--- src/rtl/holdbuf_pkg.sv ---
package holdbuf_pkg;
  typedef enum logic {EG_IDLE, EG_SEND} eg_state_e;
endpackage

--- src/rtl/holdbuf_flow_hash.sv ---
module holdbuf_flow_hash #(
  parameter int KEY_W = 16,
  parameter int SEL_W = 1
) (
  input  logic [KEY_W-1:0] key_i,
  output logic [SEL_W-1:0] sel_o
);
  localparam int CHUNKS = (KEY_W + SEL_W - 1) / SEL_W;
  localparam int PAD_W  = CHUNKS * SEL_W;

  logic [PAD_W-1:0] padded;
  assign padded = PAD_W'(key_i);

  always_comb begin
    sel_o = '0;
    for (int c = 0; c < CHUNKS; c++) sel_o ^= padded[c*SEL_W +: SEL_W];
  end
endmodule

--- src/rtl/holdbuf_entry.sv ---
module holdbuf_entry #(
  parameter int LEN_W   = 3,
  parameter int MAX_LEN = 4,
  parameter int AGE_W   = 12,
  parameter int SEL_W   = 1
) (
  input  logic             clk_i,
  input  logic             rst_ni,
  input  logic             alloc_i,
  input  logic             word_i,
  input  logic             last_i,
  input  logic [SEL_W-1:0] sel_i,
  input  logic             free_i,
  input  logic             hit_i,
  input  logic             pass_i,
  input  logic [AGE_W-1:0] tmo_cfg_i,
  output logic             occ_o,
  output logic             cmp_o,
  output logic             dec_o,
  output logic             pass_o,
  output logic [SEL_W-1:0] sel_o,
  output logic [LEN_W-1:0] len_o,
  output logic             tmo_o
);
  localparam logic [LEN_W-1:0] LEN_SAT = LEN_W'(MAX_LEN);

  logic [AGE_W-1:0] age_q;
  logic             tmo_hit;

  assign tmo_hit = occ_o & cmp_o & ~dec_o & (tmo_cfg_i != '0) & (age_q >= tmo_cfg_i);
  assign tmo_o   = tmo_hit & ~hit_i;

  always_ff @(posedge clk_i or negedge rst_ni) begin
    if (!rst_ni) begin
      occ_o  <= 1'b0;
      cmp_o  <= 1'b0;
      dec_o  <= 1'b0;
      pass_o <= 1'b0;
      sel_o  <= '0;
      len_o  <= '0;
      age_q  <= '0;
    end else if (alloc_i) begin
      occ_o  <= 1'b1;
      cmp_o  <= last_i;
      dec_o  <= 1'b0;
      pass_o <= 1'b0;
      sel_o  <= sel_i;
      len_o  <= LEN_W'(1);
      age_q  <= '0;
    end else if (free_i) begin
      occ_o  <= 1'b0;
      cmp_o  <= 1'b0;
      dec_o  <= 1'b0;
      pass_o <= 1'b0;
    end else begin
      if (word_i) begin
        if (len_o != LEN_SAT) len_o <= len_o + LEN_W'(1);
        if (last_i) cmp_o <= 1'b1;
      end
      if (hit_i) begin
        dec_o  <= 1'b1;
        pass_o <= pass_i;
      end else if (tmo_hit) begin
        dec_o  <= 1'b1;
        pass_o <= 1'b0;
      end
      if (cmp_o && !dec_o && age_q != '1) age_q <= age_q + AGE_W'(1);
    end
  end
endmodule

--- src/rtl/verdict_hold_buffer.sv ---
module verdict_hold_buffer
  import holdbuf_pkg::*;
#(
  parameter int DATA_W      = 16,
  parameter int KEY_W       = 16,
  parameter int ID_W        = 16,
  parameter int DEPTH       = 8,
  parameter int MAX_WORDS   = 4,
  parameter int NUM_SENSORS = 2,
  parameter int AGE_W       = 12
) (
  input  logic                           clk_i,
  input  logic                           rst_ni,
  input  logic                           in_valid_i,
  output logic                           in_ready_o,
  input  logic [DATA_W-1:0]              in_data_i,
  input  logic                           in_last_i,
  input  logic [KEY_W-1:0]               in_flow_i,
  output logic [NUM_SENSORS-1:0]         insp_valid_o,
  output logic [DATA_W-1:0]              insp_data_o,
  output logic                           insp_last_o,
  output logic [ID_W-1:0]                insp_id_o,
  input  logic                           vd_valid_i,
  input  logic                           vd_pass_i,
  input  logic                           vd_cum_i,
  input  logic [ID_W-1:0]                vd_id_i,
  input  logic [$clog2(NUM_SENSORS)-1:0] vd_sensor_i,
  input  logic [AGE_W-1:0]               timeout_cfg_i,
  output logic                           out_valid_o,
  output logic [DATA_W-1:0]              out_data_o,
  output logic                           out_last_o,
  output logic [ID_W-1:0]                out_id_o,
  output logic                           timeout_o,
  output logic                           vd_err_o
);
  // DEPTH and NUM_SENSORS must be powers of two; slot = low tag bits
  localparam int SLOT_W = $clog2(DEPTH);
  localparam int SEL_W  = $clog2(NUM_SENSORS);
  localparam int LEN_W  = $clog2(MAX_WORDS + 1);
  localparam int IDX_W  = $clog2(MAX_WORDS);

  // ---------------- ingress ----------------
  logic [ID_W-1:0]   head_id_q, next_id_q, pkt_id_q, occ;
  logic              in_busy_q, full, accept, alloc, store;
  logic [LEN_W-1:0]  wr_idx_q, cur_idx;
  logic [SEL_W-1:0]  pkt_sel_q, hash_sel, cur_sel;
  logic [ID_W-1:0]   cur_id;
  logic [SLOT_W-1:0] wr_slot, head_slot;

  assign occ        = next_id_q - head_id_q;
  assign full       = (occ == ID_W'(DEPTH));
  assign in_ready_o = in_busy_q | ~full;
  assign accept     = in_valid_i & in_ready_o;
  assign alloc      = accept & ~in_busy_q;
  assign cur_id     = in_busy_q ? pkt_id_q  : next_id_q;
  assign cur_sel    = in_busy_q ? pkt_sel_q : hash_sel;
  assign cur_idx    = in_busy_q ? wr_idx_q  : '0;
  assign wr_slot    = cur_id[SLOT_W-1:0];
  assign store      = accept & (cur_idx < LEN_W'(MAX_WORDS));

  holdbuf_flow_hash #(.KEY_W(KEY_W), .SEL_W(SEL_W)) u_hash (
    .key_i(in_flow_i),
    .sel_o(hash_sel)
  );

  logic pop;

  always_ff @(posedge clk_i or negedge rst_ni) begin
    if (!rst_ni) begin
      in_busy_q <= 1'b0;
      pkt_id_q  <= '0;
      pkt_sel_q <= '0;
      wr_idx_q  <= '0;
      next_id_q <= '0;
      head_id_q <= '0;
    end else begin
      if (accept) begin
        in_busy_q <= ~in_last_i;
        pkt_id_q  <= cur_id;
        pkt_sel_q <= cur_sel;
        wr_idx_q  <= (cur_idx == LEN_W'(MAX_WORDS)) ? cur_idx : cur_idx + LEN_W'(1);
      end
      if (alloc) next_id_q <= next_id_q + ID_W'(1);
      if (pop)   head_id_q <= head_id_q + ID_W'(1);
    end
  end

  always_ff @(posedge clk_i or negedge rst_ni) begin
    if (!rst_ni) begin
      insp_valid_o <= '0;
      insp_data_o  <= '0;
      insp_last_o  <= 1'b0;
      insp_id_o    <= '0;
    end else begin
      for (int s = 0; s < NUM_SENSORS; s++)
        insp_valid_o[s] <= accept & (cur_sel == SEL_W'(s));
      if (accept) begin
        insp_data_o <= in_data_i;
        insp_last_o <= in_last_i;
        insp_id_o   <= cur_id;
      end
    end
  end

  // ---------------- storage ----------------
  logic [DATA_W-1:0] mem_q [DEPTH][MAX_WORDS];
  logic [LEN_W-1:0]  rd_idx_q;

  always_ff @(posedge clk_i) begin
    if (store) mem_q[wr_slot][cur_idx[IDX_W-1:0]] <= in_data_i;
  end

  // ---------------- entries and verdict decode ----------------
  logic [DEPTH-1:0] ent_occ, ent_cmp, ent_dec, ent_pass, ent_tmo, hit;
  logic [SEL_W-1:0] ent_sel [DEPTH];
  logic [LEN_W-1:0] ent_len [DEPTH];
  logic [ID_W-1:0]  v_off;
  logic             in_win;
  logic [SLOT_W-1:0] v_slot;

  assign head_slot = head_id_q[SLOT_W-1:0];
  assign v_off     = vd_id_i - head_id_q;
  assign in_win    = v_off < occ;
  assign v_slot    = vd_id_i[SLOT_W-1:0];

  for (genvar j = 0; j < DEPTH; j++) begin : g_ent
    logic [SLOT_W-1:0] off;
    logic              cum_hit, one_hit;
    assign off     = SLOT_W'(j) - head_slot;
    assign cum_hit = ent_occ[j] & ~ent_dec[j] & (ent_sel[j] == vd_sensor_i)
                   & (off <= v_off[SLOT_W-1:0]);
    assign one_hit = (v_slot == SLOT_W'(j)) & ~ent_dec[j];
    assign hit[j]  = vd_valid_i & in_win & (vd_cum_i ? cum_hit : one_hit);

    holdbuf_entry #(
      .LEN_W(LEN_W), .MAX_LEN(MAX_WORDS), .AGE_W(AGE_W), .SEL_W(SEL_W)
    ) u_entry (
      .clk_i    (clk_i),
      .rst_ni   (rst_ni),
      .alloc_i  (alloc & (wr_slot == SLOT_W'(j))),
      .word_i   (accept & in_busy_q & (wr_slot == SLOT_W'(j))),
      .last_i   (in_last_i),
      .sel_i    (cur_sel),
      .free_i   (pop & (head_slot == SLOT_W'(j))),
      .hit_i    (hit[j]),
      .pass_i   (vd_pass_i),
      .tmo_cfg_i(timeout_cfg_i),
      .occ_o    (ent_occ[j]),
      .cmp_o    (ent_cmp[j]),
      .dec_o    (ent_dec[j]),
      .pass_o   (ent_pass[j]),
      .sel_o    (ent_sel[j]),
      .len_o    (ent_len[j]),
      .tmo_o    (ent_tmo[j])
    );
  end

  logic vd_bad;
  assign vd_bad = vd_valid_i & (~in_win | (~vd_cum_i & ent_dec[v_slot]));

  always_ff @(posedge clk_i or negedge rst_ni) begin
    if (!rst_ni) begin
      vd_err_o  <= 1'b0;
      timeout_o <= 1'b0;
    end else begin
      vd_err_o  <= vd_bad;
      timeout_o <= |ent_tmo;
    end
  end

  // ---------------- egress, strictly in tag order ----------------
  eg_state_e eg_q;
  logic      head_ready, rd_last;

  assign head_ready = (occ != '0) & ent_cmp[head_slot] & ent_dec[head_slot];
  assign rd_last    = (rd_idx_q + LEN_W'(1)) == ent_len[head_slot];
  assign pop        = (eg_q == EG_IDLE) ? (head_ready & ~ent_pass[head_slot])
                                        : rd_last;

  always_ff @(posedge clk_i or negedge rst_ni) begin
    if (!rst_ni) begin
      eg_q        <= EG_IDLE;
      rd_idx_q    <= '0;
      out_valid_o <= 1'b0;
      out_data_o  <= '0;
      out_last_o  <= 1'b0;
      out_id_o    <= '0;
    end else begin
      out_valid_o <= (eg_q == EG_SEND);
      out_last_o  <= (eg_q == EG_SEND) & rd_last;
      out_data_o  <= mem_q[head_slot][rd_idx_q[IDX_W-1:0]];
      out_id_o    <= head_id_q;
      if (eg_q == EG_IDLE) begin
        if (head_ready && ent_pass[head_slot]) begin
          eg_q     <= EG_SEND;
          rd_idx_q <= '0;
        end
      end else begin
        rd_idx_q <= rd_idx_q + LEN_W'(1);
        if (rd_last) eg_q <= EG_IDLE;
      end
    end
  end
endmodule

--- config.mk ---
export PLATFORM = sky130hd
export DESIGN_NAME = verdict_hold_buffer
export DESIGN_NICKNAME = d
export VERILOG_FILES = /design/src/rtl/holdbuf_pkg.sv /design/src/rtl/holdbuf_flow_hash.sv /design/src/rtl/holdbuf_entry.sv /design/src/rtl/verdict_hold_buffer.sv
export SDC_FILE = /design/constraint.sdc
export NUM_CORES = 1
export LEC_CHECK = 0
export BUFFER_PORTS_ARGS = -buffer_cell sky130_fd_sc_hd__buf_2
export CORE_MARGIN = 2
export CORE_UTILIZATION = 40
export DETAILED_ROUTE_END_ITERATION = 8
export PLACE_DENSITY = 0.58
export SETUP_SLACK_MARGIN = 0.15
export SKIP_CTS_REPAIR_TIMING = 1
export SLEW_MARGIN = 20
export SYNTH_ARGS = -nofsm -noshare
export SYNTH_HDL_FRONTEND = slang
export SYNTH_HIERARCHICAL = 1
export SYNTH_SLANG_ARGS = --single-unit
--- constraint.sdc ---
create_clock -name clk_i -period 4.48 [get_ports clk_i]
set_input_delay 0.448 -clock clk_i [delete_from_list [all_inputs] [get_ports clk_i]]
set_output_delay 0.448 -clock clk_i [all_outputs]
set_load 0.01 [all_outputs]
==> summary.txt <==
Run status -> finished, violations left
Violated checks -> negative setup slack
Worst Setup Path Type -> reg2reg
Number of H-tree branching levels -> 3
Non-filler cells, final -> 4617
Cell area after layout -> 45870 µm²
Pwr dens -> 632.9 nW/µm²
Number of DRC violations after detailed-routing iteration 0 -> 2147
Residual antenna-violating net count after detailed routing -> 0
Count of filler cells inserted in the layout -> 8123
Combinational family with the most area after synthesis -> simple AND/OR/NAND/NOR gates
Max transition margin -> 6.623%
Gr ovfl total -> 0
Actual transition at the worst max-transition pin -> 1390 ps
Number of different library cells in the post-synthesis netlist -> 82
Vias after detailed routing -> 25808
DR pass1 iterations -> 7
Antenna violations before repair -> 6
Maximum clock frequency -> 208.7 MHz
Maximum number of pins on one net before global-route repair -> 124
Wire length of the first global-routing pass -> 157.4 mm
Post-Route WL -> 107.7 mm
Average wire per standard cell -> 23.32 µm
Multiplexer share of the synthesized area -> 9.632%
Area of the core region -> 93610 µm²
Detailed-placement wirelength estimate -> 66.48 mm
Final RePlAce weighted congestion -> 0.9089
Final worst path period need -> 4790 ps
Setup repair after global routing missed its margin -> yes
Required arrival time at the worst endpoint -> 5000 ps
CP max stage cell -> dfrtp_4
Layout net count -> 3551
Yosys Warn Count -> 6
Basic-gate share of the synthesized area counting and, or, nand and nor cells -> 9.895%
Count of endpoints failing setup in the final report -> 107
Fraction of final layout cells sized beyond drive strength 1 -> 22.95%
Post-synthesis xor/xnor area fraction -> 4.224%
Crit path arrival time -> 5310 ps
Worst IR drop on VDD -> 0.4201 mV
Placed cell count -> 4394
Clock sink count -> 784
Final core occ -> 49.00%
Worst Setup End Kind -> flip-flop
Number of global-route vias before repair -> 25993
WHS -> 78.06 ps
Adder-cell area share of the yosys netlist -> 6.469%
Hold Path Class -> in2reg
Number of vias per cell after detailed routing -> 5.590
Die width -> 312 µm
GRT Util Overall -> 21.01%
Most used DFF post-synth -> edfxtp_1
Worst Path Max Fanout -> 5
DR DRC count -> 0
Clock buffer count from CTS -> 84
Row cnt -> 112
Vertical extent of the die -> 312 µm
Cell area after synthesis -> 37950 µm²
Number of port buffers -> 139
Number of max-slew violations in the final report -> 0
Syn nets -> 3206
Proportion of synthesized chip area in sequential cells -> 58.46%
Proportion of register bits with asynchronous set or reset after synthesis -> 34.69%
Worst-case setup margin in the final layout -> -310.5 ps
Clock Tree Buf Depth -> 3
CTS tree -> yes
Max_cap viols -> 0
Cell-by-cell trace of the critical path -> buf_6 -> ha_4 -> fa_2 -> nand2b_4 -> a211oi_4 -> o21a_1 -> o32a_1 -> mux2i_2 -> buf_4 -> nand4_1 -> o41ai_2 -> buf_4 -> o31ai_4 -> and2_4 -> nor2b_4 -> or3b_4 -> buf_6 -> a21oi_4 -> o2111ai_2 -> xor2_1 -> nor2_1
Clock edge transition at the registers on the reported setup and hold paths -> 60 ps
Count of boundary I/O pins -> 140
Final total power -> 29030 µW
Critical Path Max Stage Delay -> 500 ps
Largest clock skew in the final design -> 25.90 ps
Synthesized netlist cell count -> 2943
Synth Register Bits -> 784
Worst-Skew Late Latency -> 660 ps
Leakage Power -> 0.01861 µW
Sort of element at the start of the critical path -> flip-flop
Root buffer selected by CTS -> clkbuf_16
Compound-gate portion of the synthesized area -> 8.438%
Synthesized area per cell -> 12.89 µm²
Post-route clock period utilization -> 106.9%
Area of the die -> 97340 µm²
EDFF count, synth -> 512
Final hold violation count -> 0
Initial core utilization -> 40.54%
Placement-stage cell area -> 41270 µm²
Area overhead of the layout relative to synthesis -> 20.89%
[flip-flops by register name, summed over array words and instances (netlist names), 2 cells and up]
| name | flops |
|---|---|
| g_ent.u_entry/age_q | 96 |
| g_ent.u_entry/cmp_o | 8 |
| g_ent.u_entry/dec_o | 8 |
| g_ent.u_entry/len_o | 24 |
| g_ent.u_entry/occ_o | 8 |
| g_ent.u_entry/pass_o | 8 |
| g_ent.u_entry/sel_o | 8 |
| head_id_q | 16 |
| insp_data_o | 16 |
| insp_id_o | 16 |
| insp_valid_o | 2 |
| mem_q | 512 |
| next_id_q | 16 |
| out_data_o | 16 |
| out_id_o | 16 |
| rd_idx_q | 3 |
| wr_idx_q | 3 |
[critical path: cells and delay by family, from the launching register on]
family          cells  cell delay (ps)
compound gates      7             1440
xor+xnor            1              190
fa+ha+maj           2              570
mux                 1              250
buf+inv             4              600
simple gates        6             1140
flops               1              500
[through the flow]
step                      TNS, ps  setup WS, ps
after detailed placement   -17180        -552.2
final                      -19790        -310.5
after CTS                  -17830        -497.6
after global routing       -50430        -558.8
after floorplan            -464.3        -131.4
after global placement     -12320        -455.5
[power breakdown]
part / switching (µW) / internal, µW
clock network: 2980 / 4510
logic: 6600 / 5170
registers: 1020 / 8760
[layout make-up]
type | count | area, µm² | area share [%]
Sequential cell | 784 | 22190 | 48.38
Multi-Input combinational cell | 1884 | 15580 | 33.96
Timing Repair Buffer | 361 | 2841 | 6.195
Clock buffer | 106 | 2317 | 5.052
Tap cell | 1254 | 1569 | 3.421
Clock inverter | 52 | 700.7 | 1.528
Inverter | 173 | 666.9 | 1.454
Antenna cell | 3 | 7.507 | 0.01637
[cells in the mapped netlist, types with 8 or more instances]
| library cell | count | area, µm² |
|---|---|---|
| and3_1 | 43 | 269.0 |
| o2111ai_1 | 9 | 78.83 |
| o21ai_0 | 92 | 460.4 |
| mux2i_1 | 148 | 1481 |
| o31a_1 | 8 | 70.07 |
| o31ai_1 | 20 | 150.1 |
| o221ai_1 | 32 | 280.3 |
| nand3_1 | 50 | 250.2 |
| a211oi_1 | 14 | 105.1 |
| a21o_1 | 39 | 292.8 |
| o211a_1 | 9 | 90.09 |
| o211ai_1 | 17 | 127.6 |
| a31oi_1 | 18 | 112.6 |
| nor2b_1 | 16 | 100.1 |
| o21bai_1 | 10 | 75.07 |
| mux2_1 | 17 | 191.4 |
| xnor2_1 | 91 | 797.0 |
| mux2_2 | 26 | 292.8 |
| nor3_1 | 58 | 290.3 |
| a22oi_1 | 8 | 60.06 |
| nand4_1 | 56 | 350.3 |
| mux4_2 | 75 | 1689 |
| nand3b_1 | 8 | 60.06 |
| dfrtp_1 | 272 | 6807 |
| nand2_1 | 148 | 555.5 |
| nand2b_1 | 19 | 118.9 |
| buf_2 | 29 | 145.1 |
| edfxtp_1 | 512 | 15370 |
| inv_1 | 172 | 645.6 |
| nor2_1 | 292 | 1096 |
| and4_1 | 17 | 148.9 |
| o21a_1 | 8 | 60.06 |
| nor4_1 | 30 | 187.7 |
| xor2_1 | 92 | 805.8 |
| ha_1 | 193 | 2415 |
| buf_1 | 27 | 101.4 |
| a21oi_1 | 92 | 460.4 |
| clkbuf_1 | 45 | 168.9 |
| and2_1 | 15 | 93.84 |
| o22ai_1 | 33 | 206.5 |
[cells by family (layout without fill, tap and decap cells)]
family,after synthesis,after routing
other,0,3
DFF,784,784
xor gates and xnor gates,183,183
AOI/OAI and AO/OA,460,461
muxes,266,266
and+or+nand+nor,778,779
adders and majority gates,195,195
buffers and inverters,277,692
[layout by cell type (no fill, tap or decap), types with 91 or more instances in the layout]
master / netlist / layout
buf_2: 29 / 141
ha_1: 193 / 191
nand2_1: 148 / 140
mux2i_1: 148 / 147
dfrtp_1: 272 / 268
xor2_1: 92 / 91
clkbuf_16: 0 / 93
edfxtp_1: 512 / 512
nor2_1: 292 / 290
buf_4: 1 / 144
inv_1: 172 / 161
xnor2_1: 91 / 91
[path summary, 6_finish.rpt]
check                      cells past startpoint          start                         end  slack (ps)
min reg2reg                                    0  head_id_q[13]                out_id_o[13]         420
max reg2reg                                   21   head_id_q[0]  g_ent[3].u_entry/age_q[10]        -310
max in group asynchronous                      3         rst_ni      g_ent[6].u_entry/occ_o        2960
min                                            3     vd_valid_i                    vd_err_o          80
max                                           21   head_id_q[0]  g_ent[3].u_entry/age_q[10]        -310
min in group asynchronous                      2         rst_ni                out_id_o[15]         490
[routing by layer]
layer / vias to the layer above / track usage, % / part of all wire [%]
li1: 11663 / - / -
met3: 175 / 3.676 / 6.4
met5: - / 0 / 0.011
met4: 2 / 6.337 / 2.5
met1: 13112 / 28.72 / 43
met2: 856 / 34.32 / 48
Note: power is estimated with default switching activity, not from simulation.
